## src/rtl/sdram_init_pkg.sv

```systemverilog
package sdram_init_pkg;

   // {cs_n, ras_n, cas_n, we_n}
   typedef enum logic [3:0] {
      CMD_MRS = 4'b0000,
      CMD_REF = 4'b0001,
      CMD_PRE = 4'b0010,
      CMD_NOP = 4'b0111
   } sd_cmd_t;

   typedef enum logic [2:0] {
      ST_HOLD,
      ST_WAIT_RP,
      ST_WAIT_RC,
      ST_WAIT_RSC,
      ST_READY
   } init_state_t;

   localparam int unsigned PRE_ALL_BIT = 10;
   localparam int unsigned MODE_BITS   = 7;

endpackage

```

## src/rtl/sdram_init_timer.sv

```systemverilog
module sdram_init_timer #(
   parameter int unsigned CNT_W   = 16,
   parameter int unsigned RST_VAL = 0
) (
   input  logic             clk,
   input  logic             rst_n,
   input  logic             load,
   input  logic [CNT_W-1:0] load_val,
   output logic             expired
);

   logic [CNT_W-1:0] cnt_q;

   always_ff @(posedge clk or negedge rst_n) begin
      if (!rst_n)
         cnt_q <= CNT_W'(RST_VAL);
      else if (load)
         cnt_q <= load_val;
      else if (cnt_q != '0)
         cnt_q <= cnt_q - 1'b1;
   end

   assign expired = (cnt_q == '0);

endmodule

```

## src/rtl/sdram_mode_word.sv

```systemverilog
module sdram_mode_word #(
   parameter int unsigned ADDR_W = 11
) (
   input  logic [1:0]        bl_code,
   input  logic              interleave,
   input  logic [1:0]        cl_code,
   output logic [ADDR_W-1:0] word
);
   import sdram_init_pkg::*;

   logic [2:0] cl_field;

   always_comb begin
      cl_field = (cl_code == 2'd0) ? 3'd1 : {1'b0, cl_code};
   end

   assign word[1:0] = bl_code;
   assign word[2]   = 1'b0;
   assign word[3]   = interleave;
   assign word[6:4] = cl_field;

   // reserved bits above the mode field, including the precharge option bit
   for (genvar i = MODE_BITS; i < ADDR_W; i++) begin : g_zero
      assign word[i] = 1'b0;
   end

endmodule

```

## src/rtl/sdram_init_bus.sv

```systemverilog
module sdram_init_bus #(
   parameter int unsigned ADDR_W = 11,
   parameter int unsigned BA_W   = 1,
   parameter int unsigned DQM_W  = 8
) (
   input  logic                   clk,
   input  logic                   rst_n,
   input  sdram_init_pkg::sd_cmd_t cmd_in,
   input  logic [ADDR_W-1:0]      addr_in,
   output logic                   cs_n,
   output logic                   ras_n,
   output logic                   cas_n,
   output logic                   we_n,
   output logic [ADDR_W-1:0]      addr,
   output logic [BA_W-1:0]        ba,
   output logic                   cke,
   output logic [DQM_W-1:0]       dqm
);
   import sdram_init_pkg::*;

   sd_cmd_t           cmd_q;
   logic [ADDR_W-1:0] addr_q;

   always_ff @(posedge clk or negedge rst_n) begin
      if (!rst_n) begin
         cmd_q  <= CMD_NOP;
         addr_q <= '0;
      end else begin
         cmd_q  <= cmd_in;
         addr_q <= addr_in;
      end
   end

   assign {cs_n, ras_n, cas_n, we_n} = cmd_q;
   assign addr = addr_q;
   assign ba   = '0;
   assign cke  = 1'b1;
   assign dqm  = '1;

endmodule

```

## src/rtl/sdram_init_seq.sv

```systemverilog
module sdram_init_seq #(
   parameter int unsigned WAIT_CYC = 50000,
   parameter int unsigned T_RP     = 3,
   parameter int unsigned T_RC     = 7,
   parameter int unsigned T_RSC    = 2,
   parameter int unsigned REF_CNT  = 8,
   parameter int unsigned ADDR_W   = 11,
   parameter int unsigned BA_W     = 1,
   parameter int unsigned DQM_W    = 8
) (
   input  logic              clk,
   input  logic              rst_n,
   input  logic [1:0]        cfg_burst_len,
   input  logic              cfg_interleave,
   input  logic [1:0]        cfg_cas_lat,
   output logic              sd_cs_n,
   output logic              sd_ras_n,
   output logic              sd_cas_n,
   output logic              sd_we_n,
   output logic              sd_cke,
   output logic [ADDR_W-1:0] sd_addr,
   output logic [BA_W-1:0]   sd_ba,
   output logic [DQM_W-1:0]  sd_dqm,
   output logic              init_busy,
   output logic              init_done
);
   import sdram_init_pkg::*;

   localparam int unsigned MAX_A  = (WAIT_CYC > T_RC) ? WAIT_CYC : T_RC;
   localparam int unsigned MAX_B  = (T_RP > T_RSC) ? T_RP : T_RSC;
   localparam int unsigned MAX_V  = (MAX_A > MAX_B) ? MAX_A : MAX_B;
   localparam int unsigned CNT_W  = $clog2(MAX_V + 1);
   localparam int unsigned RC_W   = $clog2(REF_CNT + 1);
   localparam logic [CNT_W-1:0] RP_RELOAD  = CNT_W'(T_RP - 1);
   localparam logic [CNT_W-1:0] RC_RELOAD  = CNT_W'(T_RC - 1);
   localparam logic [CNT_W-1:0] RSC_RELOAD = CNT_W'(T_RSC);
   localparam logic [RC_W-1:0]  REF_LAST   = RC_W'(REF_CNT);

   initial begin
      assert (WAIT_CYC >= 1) else $error("WAIT_CYC must be at least 1");
      assert (T_RP >= 1 && T_RC >= 1 && T_RSC >= 1) else $error("timing gaps must be at least 1");
      assert (REF_CNT >= 8) else $error("REF_CNT must be at least 8");
      assert (ADDR_W >= 11) else $error("ADDR_W must cover the precharge option bit");
      assert (BA_W >= 1 && DQM_W >= 1) else $error("bank and mask widths must be nonzero");
   end

   init_state_t       state_q, state_d;
   logic [RC_W-1:0]   refs_q, refs_d;
   logic              done_q, done_d;
   logic              busy_q;
   logic              tmr_load;
   logic [CNT_W-1:0]  tmr_val;
   logic              tmr_exp;
   sd_cmd_t           nxt_cmd;
   logic [ADDR_W-1:0] nxt_addr;
   logic [ADDR_W-1:0] mode_word;

   sdram_init_timer #(
      .CNT_W   (CNT_W),
      .RST_VAL (WAIT_CYC - 1)
   ) u_timer (
      .clk      (clk),
      .rst_n    (rst_n),
      .load     (tmr_load),
      .load_val (tmr_val),
      .expired  (tmr_exp)
   );

   sdram_mode_word #(
      .ADDR_W (ADDR_W)
   ) u_mode (
      .bl_code    (cfg_burst_len),
      .interleave (cfg_interleave),
      .cl_code    (cfg_cas_lat),
      .word       (mode_word)
   );

   always_comb begin
      state_d  = state_q;
      refs_d   = refs_q;
      done_d   = done_q;
      tmr_load = 1'b0;
      tmr_val  = '0;
      nxt_cmd  = CMD_NOP;
      nxt_addr = '0;
      case (state_q)
         ST_HOLD: if (tmr_exp) begin
            nxt_cmd              = CMD_PRE;
            nxt_addr[PRE_ALL_BIT] = 1'b1;
            tmr_load             = 1'b1;
            tmr_val              = RP_RELOAD;
            state_d              = ST_WAIT_RP;
         end
         ST_WAIT_RP: if (tmr_exp) begin
            nxt_cmd  = CMD_REF;
            tmr_load = 1'b1;
            tmr_val  = RC_RELOAD;
            refs_d   = RC_W'(1);
            state_d  = ST_WAIT_RC;
         end
         ST_WAIT_RC: if (tmr_exp) begin
            tmr_load = 1'b1;
            if (refs_q == REF_LAST) begin
               nxt_cmd  = CMD_MRS;
               nxt_addr = mode_word;
               tmr_val  = RSC_RELOAD;
               state_d  = ST_WAIT_RSC;
            end else begin
               nxt_cmd = CMD_REF;
               tmr_val = RC_RELOAD;
               refs_d  = refs_q + 1'b1;
            end
         end
         ST_WAIT_RSC: if (tmr_exp) begin
            done_d  = 1'b1;
            state_d = ST_READY;
         end
         default: ;
      endcase
   end

   always_ff @(posedge clk or negedge rst_n) begin
      if (!rst_n) begin
         state_q <= ST_HOLD;
         refs_q  <= '0;
         done_q  <= 1'b0;
         busy_q  <= 1'b1;
      end else begin
         state_q <= state_d;
         refs_q  <= refs_d;
         done_q  <= done_d;
         busy_q  <= ~done_d;
      end
   end

   sdram_init_bus #(
      .ADDR_W (ADDR_W),
      .BA_W   (BA_W),
      .DQM_W  (DQM_W)
   ) u_bus (
      .clk     (clk),
      .rst_n   (rst_n),
      .cmd_in  (nxt_cmd),
      .addr_in (nxt_addr),
      .cs_n    (sd_cs_n),
      .ras_n   (sd_ras_n),
      .cas_n   (sd_cas_n),
      .we_n    (sd_we_n),
      .addr    (sd_addr),
      .ba      (sd_ba),
      .cke     (sd_cke),
      .dqm     (sd_dqm)
   );

   assign init_done = done_q;
   assign init_busy = busy_q;

   logic [3:0] bus_cmd;
   assign bus_cmd = {sd_cs_n, sd_ras_n, sd_cas_n, sd_we_n};

   AST_PRE_ALL_BANKS: assert property (@(posedge clk) disable iff (!rst_n)
      (bus_cmd == CMD_PRE) |-> sd_addr[PRE_ALL_BIT]);
   AST_REF_BOUND: assert property (@(posedge clk) disable iff (!rst_n)
      refs_q <= REF_LAST);
   AST_MRS_UPPER_ZERO: assert property (@(posedge clk) disable iff (!rst_n)
      (bus_cmd == CMD_MRS) |-> (sd_addr[ADDR_W-1:MODE_BITS] == '0 && sd_ba == '0));
   AST_MRS_BL_RESERVED: assert property (@(posedge clk) disable iff (!rst_n)
      (bus_cmd == CMD_MRS) |-> !sd_addr[2]);
   AST_MRS_CL_NONZERO: assert property (@(posedge clk) disable iff (!rst_n)
      (bus_cmd == CMD_MRS) |-> (sd_addr[6:4] != 3'd0));
   AST_DONE_STICKY: assert property (@(posedge clk) disable iff (!rst_n)
      init_done |=> init_done);
   AST_BUSY_COMPLEMENT: assert property (@(posedge clk) disable iff (!rst_n)
      init_busy != init_done);
   AST_DONE_QUIET: assert property (@(posedge clk) disable iff (!rst_n)
      init_done |-> (bus_cmd == CMD_NOP));

endmodule

```

## config.mk

```make
export PLATFORM = sky130hd
export DESIGN_NAME = sdram_init_seq
export DESIGN_NICKNAME = d
export VERILOG_FILES = /design/src/rtl/sdram_init_pkg.sv /design/src/rtl/sdram_init_timer.sv /design/src/rtl/sdram_mode_word.sv /design/src/rtl/sdram_init_bus.sv /design/src/rtl/sdram_init_seq.sv
export SDC_FILE = /design/constraint.sdc
export NUM_CORES = 1
export LEC_CHECK = 0
export BUFFER_PORTS_ARGS = -buffer_cell sky130_fd_sc_hd__buf_2
export CAP_MARGIN = 0
export CORE_MARGIN = 10
export CORE_UTILIZATION = 59
export CTS_BUF_LIST = sky130_fd_sc_hd__clkbuf_2
export DETAILED_ROUTE_END_ITERATION = 12
export PLACE_DENSITY_LB_ADDON = 0.15
export SLEW_MARGIN = 20
export SYNTH_ARGS = -nofsm -noshare
export SYNTH_HDL_FRONTEND = slang
export SYNTH_SLANG_ARGS = --single-unit
```

## constraint.sdc

```tcl
create_clock -name clk -period 4.4 [get_ports clk]
set_clock_uncertainty 0.2 [all_clocks]
set_input_delay 0.44 -clock clk [delete_from_list [all_inputs] [get_ports clk]]
set_output_delay 0.44 -clock clk [all_outputs]
set_load 0.005 [all_outputs]
```

==> results.md <==
- H-tree depth: 2
- Max-cap violation count: 0
- RSZ-0062 raised after global routing: false
- Dpl ws: about 1900 ps
- Seq/Total Area, Yosys: around half
- Yosys warns: 0
- Synth cell count leaders: dfrtp_1 (21), buf_4 (17), dfstp_2 (13), xor2_1 (11)
- Syn_area_per_cell: approximately 11 µm²
- Leading register cell type out of synthesis: dfrtp_1
- CP max-delay cell: nor4_4
- Post-synth EDFFs: 0
- Worst slew margin: 51.7%
- Final worst-path cycle share: 57.9%
- Storage cell area: roughly 870 µm²
- P_int: 363 µW
- Cell Rows: 19
- Pre-Repair DR Iteration Count: 4
- Die Area: 5460 µm²
- CTS tree: built
- Wire per inst: ~15 µm
- CTS Buf Count: 5
- Leak: slightly below 1 nW
- # fillers: just over 200
- # setup viols final: 0
- First-pass GRT wire length: slightly above 5000 µm
- # port buffers: 17
- Antenna violations before repair: 0
- Starting DRC count in detailed routing: 71
- DR DRC count: 0
- Drt total wl: around 3100 µm
- # clock sinks: 34
- Worst Tran Pin Value: approximately 730 ps
- Worst-Skew Late Latency: between 300 and 400 ps
- CTS max path bufs: 2
- Reg power frac: approximately 66%
- Die Ht: 73.9 µm
- I/O pin count: 34
- GRT Overall Usage: 11.8%
- CP startpoint kind: flip-flop
- Synth top area share: 30.7%
- Final WS setup: 1850 ps
- Layout area overhead: 5.47%
- Worst Path Arrival: between 2000 and 3000 ps
- Worst hold slack: roughly 55 ps
- Final setup TNS: 0 ps
- Post-CTS Setup Bufs: 0
- Via count: 1167
- Area of the multi-input gates: 731 µm²
- Post-synth cell types: approximately 40
- Core Region: 2760 µm²
- Top-count cell post-synth: dfrtp_1
- Die Wd: 73.9 µm
- Grt total ovfl: 0
- Area contributors post-synth: dfrtp_1 (31%), dfstp_2 (20%), buf_4 (7.4%)
- Switching share of power: around 23%
- Initial core utilization: between 60% and 70%
- Asr flop ratio synth: 100%
- CP top delay family: simple AND/OR/NAND/NOR gates
- Vias in the first global route: around 1100
- Clock Tree Root: clkbuf_2
- Post-Syn Instances: ~160
- Pin count of the biggest net entering global routing: 35
- Clock-pin transition on the worst setup and hold timing paths: ~160 ps
- Pwr Total: 472 µW
- Layout cells sized above 1: between 20 and 30%
- CP Data Required Time: approximately 4500 ps
- Peak VDD IR: between 0.0002 and 0.00025 V
- CP bufs+invs: 0
- Achievable Freq: just under 0.4 GHz
- Post-layout util: 65.6%
- Gpl congestion: 0.807
- Final #Nets: between 150 and 200
- Clk pwr share: between 30% and 40%
- Post-synth top area cell: dfrtp_1
- Crit path cell chain: or4_1 > nor4_4 > nor3b_2 > a21boi_2
- Critical Path Sink Type: flip-flop
- PD cells: ~260 nW/µm²
- Yosys reg bits: 34
- Vias per cell: about 5.6
- Mapped Area: 1710 µm²
- Worst Path Max Fanout: 14
- Antenna diodes: 0
- Hold WC Path Type: in2reg
- P_sw: ~110 µW
- Critical setup path kind: reg2reg
- Final Hold Viols: 0
- Comb pwr share: 2.9%
- Slowest stage delay, CP: approximately 670 ps
- Post-route ant nets: 0
- Final min period: around 2500 ps
- Slew Viols, Final: 0
- Post-DP HPWL: 2290 µm
- Status: complete, no violations
==> kinds of logic (layout without fill, tap and decap cells) <==
logic type / after synthesis / after routing / share of synthesized area, %
AND/OR/NAND/NOR: 55 / 55 / 20.7
flip-flops: 34 / 34 / 50.6
buffers and inverters: 28 / 34 / 9.85
AO/OA/AOI/OAI: 22 / 22 / 8.76
XOR/XNOR: 12 / 12 / 6.13
adder cells (fa/ha/maj): 4 / 4 / 2.92
other: 2 / 16 / 0.438
multiplexers: 1 / 1 / 0.584
==> area by class of cell <==
type                            count  share of cell area (%)
Tap cell                           31                    2.15
Timing Repair Buffer               19                    5.81
Clock buffer                        8                    2.21
Inverter                            7                    1.45
Multi-Input combinational cell    110                    40.4
Sequential cell                    34                    48.0
==> stage by stage <==
stage | area [µm²] | std cells
final | 1810 | 209
after global routing | 1810 | 209
after CTS | 1800 | 208
after detailed placement | 1750 | 199
after global placement | 1750 | 199
after floorplan | 1770 | 172
==> power groups by stage <==
stage	Combinational (mW)	Clock [mW]	Sequential, mW
2_1_floorplan	0.0136	0	0.319
3_3_place_gp	0.0115	0	0.319
3_5_place_dp	0.0119	0	0.319
4_1_cts	0.0125	0.148	0.313
5_1_grt	0.0161	0.161	0.313
6_report	0.0136	0.145	0.313
==> per-layer routing <==
layer	part of all wire (%)	routed length, µm	global-route usage [%]	vias to the layer above
li1	-	-	-	560
met1	45	1400	13.9	573
met2	46	1430	18.2	28
met3	8.3	258	5.79	6
met4	1.3	40	4.14	0
met5	0	0	0	-
==> cells in the final DEF, fill, tap and decap left out, drive strengths merged, types with 2 or more instances in the layout <==
cell type / netlist / final
ha: 4 / 4
o211ai: 2 / 2
o21ai: 8 / 8
dlygate4sd3: 0 / 2
dfrtp: 21 / 21
or3b: 2 / 2
conb: 2 / 16
a21o: 2 / 2
or4: 4 / 4
nor3b: 3 / 3
a21oi: 2 / 2
nand3: 4 / 4
nor2: 4 / 4
nor3: 6 / 6
xor2: 11 / 11
clkbuf: 4 / 8
and2: 4 / 4
buf: 17 / 17
a31o: 2 / 2
o41ai: 2 / 2
nor4: 10 / 10
dfstp: 13 / 13
nand2b: 2 / 2
nand2: 8 / 8
or3: 2 / 2
inv: 7 / 7
==> state kept, by name (all words and copies together), names as in the netlist <==
register,cells
u_bus.addr,6
init_done,1
refs_q,4
state_q,3
u_timer.cnt_q,16
init_busy,1
u_bus.cmd_q,3
==> path summary, 6_finish.rpt <==
kind | start | slack [ps] | endpoint | cells past startpoint
worst max-delay path | u_timer.cnt_q[5]$_DFFE_PN0P_ | 1850 | u_bus.addr[4]$_DFF_PN0_ | 4
worst min-delay path | cfg_interleave | 60 | u_bus.addr[3]$_DFF_PN0_ | 2
worst max register to register | u_timer.cnt_q[5]$_DFFE_PN0P_ | 1850 | u_bus.addr[4]$_DFF_PN0_ | 4
worst min register to register | init_done$_DFF_PN0_ | 300 | init_busy$_DFF_PN1_ | 2
max in group asynchronous | rst_n | 3100 | u_timer.cnt_q[10]$_DFFE_PN0P_ | 2
min in group asynchronous | rst_n | 430 | u_bus.addr[10]$_DFF_PN0_ | 2
==> repair_timing <==
| action | CTS | global route |
|---|---|---|
| endpoints found under the hold margin | 21 | 1 |
| hold buffers | 1 | 1 |
| endpoints found under the setup margin | 0 | 0 |
| resized for setup | 0 | 0 |
Note: power is estimated with default switching activity, not from simulation.
